**src/rtl/brf_pkg.sv**
```systemverilog
// Package: shared constants and types for the mode-banked register file.
// Assumes the fixed layout: 8 shared, 2x5 fast-interrupt split, 7x2 SP/LR.
package brf_pkg;
    localparam logic [4:0] MD_USR = 5'b10000;
    localparam logic [4:0] MD_FIQ = 5'b10001;
    localparam logic [4:0] MD_IRQ = 5'b10010;
    localparam logic [4:0] MD_SVC = 5'b10011;
    localparam logic [4:0] MD_MON = 5'b10110;
    localparam logic [4:0] MD_ABT = 5'b10111;
    localparam logic [4:0] MD_UND = 5'b11011;
    localparam logic [4:0] MD_SYS = 5'b11111;

    localparam int SHARED_CNT = 8;                        // indices 0..7
    localparam int FIQ_CNT    = 5;                        // indices 8..12
    localparam int BANK_CNT   = 7;                        // SP/LR owners
    localparam int FIQ_BASE   = SHARED_CNT + FIQ_CNT;     // 13
    localparam int SPLR_BASE  = FIQ_BASE + FIQ_CNT;       // 18
    localparam int PHYS_REGS  = SPLR_BASE + 2 * BANK_CNT; // 32
    localparam int PA_W       = $clog2(PHYS_REGS);
    localparam logic [3:0] IDX_SP = 4'd13;
    localparam logic [3:0] IDX_LR = 4'd14;
    localparam logic [3:0] IDX_PC = 4'd15;

    typedef enum logic [2:0] {
        BK_USR = 3'd0, BK_FIQ = 3'd1, BK_IRQ = 3'd2, BK_SVC = 3'd3,
        BK_ABT = 3'd4, BK_UND = 3'd5, BK_MON = 3'd6
    } bank_e;

    typedef logic [1:0] iset_t;
    localparam iset_t ISET_WIDE = 2'b00;
endpackage

```
**src/rtl/brf_mode_decode.sv**
```systemverilog
// Module: decodes a 5-bit mode code into legality and the owning SP/LR bank.
// Assumes system mode shares the user bank; monitor is legal only with the
// security extension present.
module brf_mode_decode
    import brf_pkg::*;
(
    input  logic [4:0] mode_i,
    input  logic       sec_ext_i,
    output logic       legal_o,
    output bank_e      bank_o
);
    // Mode code to bank lookup with legality
    always_comb begin
        legal_o = 1'b1;
        bank_o  = BK_USR;
        case (mode_i)
            MD_USR: bank_o = BK_USR;
            MD_FIQ: bank_o = BK_FIQ;
            MD_IRQ: bank_o = BK_IRQ;
            MD_SVC: bank_o = BK_SVC;
            MD_MON: begin bank_o = BK_MON; legal_o = sec_ext_i; end
            MD_ABT: bank_o = BK_ABT;
            MD_UND: bank_o = BK_UND;
            MD_SYS: bank_o = BK_USR;
            default: legal_o = 1'b0;
        endcase
    end
endmodule

```
**src/rtl/brf_index_map.sv**
```systemverilog
// Module: maps an architectural index and bank onto a physical slot.
// Assumes index 15 is handled by the caller (flagged through is_pc_o).
module brf_index_map
    import brf_pkg::*;
(
    input  logic [3:0]      idx_i,
    input  bank_e           bank_i,
    output logic [PA_W-1:0] phys_o,
    output logic            is_pc_o
);
    localparam int LOW_LAST = SHARED_CNT + FIQ_CNT - 1;

    // Slot selection by index range
    always_comb begin
        is_pc_o = (idx_i == IDX_PC);
        phys_o  = PA_W'(idx_i);
        if (int'(idx_i) >= SHARED_CNT && int'(idx_i) <= LOW_LAST) begin
            if (bank_i == BK_FIQ)
                phys_o = PA_W'(int'(idx_i) - SHARED_CNT + FIQ_BASE);
        end else if (idx_i == IDX_SP || idx_i == IDX_LR) begin
            phys_o = PA_W'(SPLR_BASE + 2 * int'(bank_i) + int'(idx_i - IDX_SP));
        end else if (idx_i == IDX_PC) begin
            phys_o = '0;
        end
    end
endmodule

```
**src/rtl/brf_storage.sv**
```systemverilog
// Module: flat physical register array, one write and one combinational read.
// Assumes the caller has already suppressed illegal writes.
module brf_storage #(
    parameter int DW    = 32,
    parameter int NREGS = 32,
    localparam int AW   = $clog2(NREGS)
) (
    input  logic          clk,
    input  logic          rst_n,
    input  logic          we_i,
    input  logic [AW-1:0] waddr_i,
    input  logic [DW-1:0] wdata_i,
    input  logic [AW-1:0] raddr_i,
    output logic [DW-1:0] rdata_o
);
    logic [DW-1:0] slot_q [NREGS];

    for (genvar g = 0; g < NREGS; g++) begin : g_slot
        // Per-slot register with reset and targeted write
        always_ff @(posedge clk) begin
            if (!rst_n)
                slot_q[g] <= '0;
            else if (we_i && waddr_i == AW'(g))
                slot_q[g] <= wdata_i;
        end
    end

    // Asynchronous read of the addressed slot
    assign rdata_o = slot_q[raddr_i];
endmodule

```
**src/rtl/brf_pc.sv**
```systemverilog
// Module: program counter with load and size-dependent increment.
// Assumes load has priority over increment.
module brf_pc #(
    parameter int            DW       = 32,
    parameter logic [DW-1:0] RESET_PC = '0
) (
    input  logic          clk,
    input  logic          rst_n,
    input  logic          ld_i,
    input  logic [DW-1:0] ld_addr_i,
    input  logic          inc_i,
    input  logic          narrow_i,
    output logic [DW-1:0] pc_o
);
    logic [DW-1:0] pc_q;

    // PC update: reset, load, increment, hold
    always_ff @(posedge clk) begin
        if (!rst_n)
            pc_q <= RESET_PC;
        else if (ld_i)
            pc_q <= ld_addr_i;
        else if (inc_i)
            pc_q <= pc_q + (narrow_i ? DW'(2) : DW'(4));
    end

    assign pc_o = pc_q;
endmodule

```
**src/rtl/banked_regfile.sv**
```systemverilog
// Module: top of the mode-banked register file. Combines mode decode, index
// mapping and legality checks for one read and one write port, plus the PC.
// Assumes iset_i==00 is the 32-bit instruction set, all else compact.
module banked_regfile
    import brf_pkg::*;
#(
    parameter int            DW       = 32,
    parameter logic [DW-1:0] RESET_PC = '0
) (
    input  logic          clk,
    input  logic          rst_n,
    input  logic          sec_ext_i,
    input  logic          ns_i,
    input  logic [4:0]    cur_mode_i,
    input  logic          fiq_lock_i,
    input  logic [1:0]    iset_i,
    input  logic [3:0]    rd_idx_i,
    input  logic [4:0]    rd_mode_i,
    output logic [DW-1:0] rd_data_o,
    output logic          rd_err_o,
    input  logic          wr_en_i,
    input  logic [3:0]    wr_idx_i,
    input  logic [4:0]    wr_mode_i,
    input  logic [DW-1:0] wr_data_i,
    output logic          wr_err_o,
    input  logic          pc_ld_i,
    input  logic [DW-1:0] pc_ld_addr_i,
    input  logic          pc_inc_i,
    input  logic          pc_narrow_i,
    output logic [DW-1:0] pc_o
);
    localparam int NPORT   = 2;   // 0 = read, 1 = write
    localparam int P_RD    = 0;
    localparam int P_WR    = 1;
    localparam int OFF_W   = 8;
    localparam int OFF_N   = 4;

    logic [4:0]      port_mode [NPORT];
    logic [3:0]      port_idx  [NPORT];
    logic            port_legal[NPORT];
    bank_e           port_bank [NPORT];
    logic [PA_W-1:0] port_phys [NPORT];
    logic            port_pc   [NPORT];
    logic            port_fault[NPORT];
    logic            secure;
    logic            wr_fault;
    logic [DW-1:0]   store_rdata;

    assign port_mode[P_RD] = rd_mode_i;
    assign port_mode[P_WR] = wr_mode_i;
    assign port_idx[P_RD]  = rd_idx_i;
    assign port_idx[P_WR]  = wr_idx_i;

    // Secure when no extension, secure world, or running in monitor mode
    assign secure = !sec_ext_i || !ns_i || (cur_mode_i == MD_MON);

    for (genvar p = 0; p < NPORT; p++) begin : g_port
        brf_mode_decode u_dec (
            .mode_i    (port_mode[p]),
            .sec_ext_i (sec_ext_i),
            .legal_o   (port_legal[p]),
            .bank_o    (port_bank[p])
        );
        brf_index_map u_map (
            .idx_i   (port_idx[p]),
            .bank_i  (port_bank[p]),
            .phys_o  (port_phys[p]),
            .is_pc_o (port_pc[p])
        );
        // Mode and security fault common to both ports
        always_comb begin
            port_fault[p] = !port_legal[p]
                || (!secure && (port_bank[p] == BK_MON
                    || (port_bank[p] == BK_FIQ && fiq_lock_i)));
        end
    end

    // Write-only faults: PC index, misaligned SP outside the 32-bit set
    always_comb begin
        wr_fault = port_fault[P_WR] || port_pc[P_WR]
            || (wr_idx_i == IDX_SP && wr_data_i[1:0] != 2'b00
                && iset_i != ISET_WIDE);
    end

    assign wr_err_o = wr_en_i && wr_fault;

    brf_storage #(.DW(DW), .NREGS(PHYS_REGS)) u_store (
        .clk     (clk),
        .rst_n   (rst_n),
        .we_i    (wr_en_i && !wr_fault),
        .waddr_i (port_phys[P_WR]),
        .wdata_i (wr_data_i),
        .raddr_i (port_phys[P_RD]),
        .rdata_o (store_rdata)
    );

    brf_pc #(.DW(DW), .RESET_PC(RESET_PC)) u_pc (
        .clk       (clk),
        .rst_n     (rst_n),
        .ld_i      (pc_ld_i),
        .ld_addr_i (pc_ld_addr_i),
        .inc_i     (pc_inc_i),
        .narrow_i  (pc_narrow_i),
        .pc_o      (pc_o)
    );

    // Read result: PC with offset, zero on fault, else stored value
    always_comb begin
        if (port_pc[P_RD]) begin
            rd_err_o  = 1'b0;
            rd_data_o = pc_o + ((iset_i == ISET_WIDE) ? DW'(OFF_W) : DW'(OFF_N));
        end else begin
            rd_err_o  = port_fault[P_RD];
            rd_data_o = port_fault[P_RD] ? '0 : store_rdata;
        end
    end
endmodule

```
**config.mk**
```make
export PLATFORM = sky130hd
export DESIGN_NAME = banked_regfile
export DESIGN_NICKNAME = d
export VERILOG_FILES = /design/src/rtl/brf_pkg.sv /design/src/rtl/brf_mode_decode.sv /design/src/rtl/brf_index_map.sv /design/src/rtl/brf_storage.sv /design/src/rtl/brf_pc.sv /design/src/rtl/banked_regfile.sv
export SDC_FILE = /design/constraint.sdc
export NUM_CORES = 2
export LEC_CHECK = 0
export CAP_MARGIN = 5
export CORE_MARGIN = 2
export CORE_UTILIZATION = 30
export CTS_CLUSTER_SIZE = 8
export DETAILED_ROUTE_END_ITERATION = 12
export GPL_TIMING_DRIVEN = 0
export PLACE_DENSITY_LB_ADDON = 0.3
export SLEW_MARGIN = 20
export SYNTH_ARGS = -nofsm -noshare
export SYNTH_HDL_FRONTEND = slang
export SYNTH_SLANG_ARGS = --single-unit
```
**constraint.sdc**
```tcl
create_clock -name clk -period 7.1 [get_ports clk]
set_clock_uncertainty 0.1 [all_clocks]
set_input_delay 1.42 -clock clk [delete_from_list [all_inputs] [get_ports clk]]
set_output_delay 1.42 -clock clk [all_outputs]
set_load 0.05 [all_outputs]
```
==> metrics.txt <==
count leader, synth=and2_1; highest clock rate=~140 MHz; FF-to-FF path depth=11; pwr dens=264.0 mW/mm²; Vias per Instance=5.664; Total GRT Usage=27.18%; Starting Density=30.28%; Die Area=0.1725 mm²; IO buf count=161; area leader, netlist=edfxtp_1; initial DRC count=6,795; CTS tree=built; status=complete, but fails checks; syn avg cell area=11.85 µm²; initial antenna violation count=23; Total Wirelength=239,300 µm; final setup TNS=-70.66 ps; Final Setup Violations=3; Synth area leaders=edfxtp_1 61%, and2_1 13%, nand2_1 4.8%; worst-path fanout max=11; post-synthesis sequential area ratio=about 62%; core area=0.1676 mm²; filler instances=16,200; Int Pwr=11,800 µW; CTS root buf=clkbuf_16; Synth top area share=60.59%; routed vias=about 39,000; Crit path required time=5580 ps; Hold Crit Class=reg -> reg; layout net count=4,817; Psw=approximately 5000 µW; Mapped Cells=about 4,300; global route overflow=0; DP HPWL=between 150,000 and 200,000 µm; Top Ports=164; Hold Vio Cnt, Final=0; clock group share of total power=between 30% and 40%; hold path start=u_pc.pc_o[28]$_SDFFE_PN0N_; Layout area overhead=24.51%; number of remaining DRC errors=0; WS Path Type=in -> out; dpl ws=-3151 ps; RePlAce Congestion=1.004; Core Rows=150; largest net degree at the start of global routing=21; CP max-delay cell=a22oi_2; Synthesis Warnings=0; vias in the first global route=36,870; fraction of layout cells with a size suffix above 1=~15%; hold path depth=3; DR pass1 iterations=6; CP Data Arrival Time=5610 ps; Setup WS post-layout=-28.96 ps; Skew-Pair Late Insertion Delay=790 ps; Post-synth EDFFs=1,024; cell chain of the critical path=dlygate4sd2_1 -> buf_6 -> nand2b_1 -> nand4b_1 -> xnor2_1 -> ha_2 -> inv_1 -> a2bb2oi_1 -> a22oi_2 -> buf_4 -> buf_6 -> buf_6 -> buf_8 -> mux4_2 -> a22oi_2 -> nand4_1 -> buf_2; Worst-Margin Slew=1238 ps; Unique masters post-synth=72; failing checks=setup timing; Gate power share=16.8%; Slew Viols, Final=0; cts bufs inserted=150; mapped cell area=0.05075 mm²; Sink Count=around 1,100; Final ANT Viol Nets=0; RSZ-0062 raised after global routing=true; minimum clock period=7129 ps; ys async rst share=0%; Hold EP=u_pc.pc_o[28]$_SDFFE_PN0N_; placed instance area=0.05711 mm²; R2R Path End=u_pc.pc_o[31]$_SDFFE_PN0N_; Reg2Reg Setup Slack=roughly 4000 ps; slowest stage delay, CP=440 ps; CTS clk-pin slew, worst paths=roughly 50 ps; Die Width=415.3 µm; fin area=between 0.06 and 0.07 mm²; Max Root-Sink Buffers=3; Util after Layout=37.70%; Critical Path Start Type=input pin; Worst setup EP type=output pin; Reg2Reg Launch Point=u_pc.pc_o[1]$_SDFFE_PN0N_; Rel. slew slack=17.19%; Leak=0.02251 µW; sw frac=29.28%; Net Count, Synth=4,408; number of max-cap violations=0; Routed WL per cell=34.52 µm; top cells by count, synth=1,030 x and2_1, 1,024 x edfxtp_1, 651 x nand2_1; Die Span Y=approximately 420 µm; first-pass GRT wire length=318,900 µm; H-tree depth=4; fin crit share=100.4%; Sequential Power Share=a little over two fifths; Post-synth top flop=edfxtp_1; register bit total from synthesis=1,056; worst vdd ir=between 0.2 and 0.3 mV; CP dominant cell by count=buf_6
==> placed cells by master (no fill, tap or decap), types with 9 or more instances in the layout <==
cell             netlist  final
and2_1              1030   1030
edfxtp_1            1024   1024
nand2_1              651    649
clkbuf_1             248    225
nand3_1              228    222
clkbuf_16              0    154
nor2_1               151    143
clkdlybuf4s50_1        0    122
mux4_2                94     94
a21oi_1               95     86
buf_4                 19     71
buf_6                  5     58
buf_16                 0     55
and3_1                48     48
a31oi_1               50     42
mux2i_1               39     39
o21ai_4                0     35
dfxtp_1               32     32
o21ai_0               68     31
a22oi_1               37     30
xor2_1                29     29
buf_8                  0     29
xnor2_1               29     28
nand4_1               27     27
inv_1                 27     26
a311oi_1              36     24
ha_1                  23     21
buf_2                 83     20
clkbuf_2               6     18
buf_12                 0     17
o211ai_1              12     12
or3_1                 17     12
nand2b_1              12     11
a32oi_1               13     10
nor2_4                 1      9
nor3_1                10      9
==> cell type report <==
class,count,area (µm²),area share (%)
tap,2204,2758,4.364
antenna,6,15.01,0.02376
timing repair buffer,259,3441,5.445
sequential,1056,31390,49.68
clock buffer,167,3860,6.108
multi-input combinational,2824,18790,29.74
clock inverter,14,229.0,0.3623
inverter,27,101.3,0.1604
buffer,374,2606,4.124
==> worst max-delay path: cells and delay by family <==
kind | cells | cell delay (ps)
compound gates | 3 | 790
xor+xnor | 1 | 180
mux | 1 | 420
fa+ha+maj | 1 | 330
simple gates | 3 | 490
buf+inv | 8 | 1860
==> registers in the layout, indices dropped and copies added, names as in the netlist <==
register,count
u_store.slot_q,1024
u_pc.pc_o,32
==> worst max path at each step <==
stage                                                 endpoint  depth (start not counted)          from
after floorplan            u_store.slot_q[29][0]$_SDFFCE_PN0P_                         14  wr_mode_i[0]
after global routing                              rd_data_o[7]                         19  rd_mode_i[3]
final                                             rd_data_o[8]                         17  rd_mode_i[3]
after CTS                                         rd_data_o[6]                         19  rd_mode_i[3]
after detailed placement                          rd_data_o[6]                         17  rd_mode_i[3]
after global placement    u_store.slot_q[31][29]$_SDFFCE_PN0P_                         15  wr_mode_i[0]
==> metrics by stage <==
step / hold slack [ps] / instances / power (µW)
6_report: 587.5 / 6931 / 16680
2_1_floorplan: 649.4 / 4283 / 8452
5_1_grt: 636.9 / 6925 / 16910
4_1_cts: 593.2 / 6917 / 16500
3_3_place_gp: 573.5 / 6648 / 9726
3_5_place_dp: 580.7 / 6711 / 9830
==> metal layers <==
layer	global-route usage, %	wire length, µm
met5	0	75
met3	8.093	30250
met4	17.43	17210
met1	34.50	88140
met2	40.34	103600
==> power groups by stage <==
| stage | clock network [µW] | registers [µW] | logic (µW) |
|---|---|---|---|
| floorplan | 0 | 7390 | 1060 |
| global placement | 0 | 7420 | 2310 |
| detailed placement | 0 | 7380 | 2450 |
| CTS | 6590 | 7260 | 2650 |
| global route | 6830 | 7280 | 2800 |
| finish | 6620 | 7260 | 2800 |
==> repair_timing <==
item | CTS | global route
endpoints found under the setup margin | 32 | 32
gates resized for setup | 552 | 76
setup buffers | 25 | 10
hold buffers | 0 | 0
pin swaps | 24 | 15
==> cell families after synthesis <==
| logic type | count (synthesis) | share of synthesized area (%) |
|---|---|---|
| muxes | 133 | 4.941 |
| adders and majority gates | 27 | 0.7248 |
| buffers and inverters | 403 | 3.415 |
| xor gates and xnor gates | 58 | 1.001 |
| and+or+nand+nor | 2209 | 22.82 |
| DFF | 1056 | 61.85 |
| AOI/OAI and AO/OA | 397 | 5.251 |
Power figures use the tool's default switching activity.
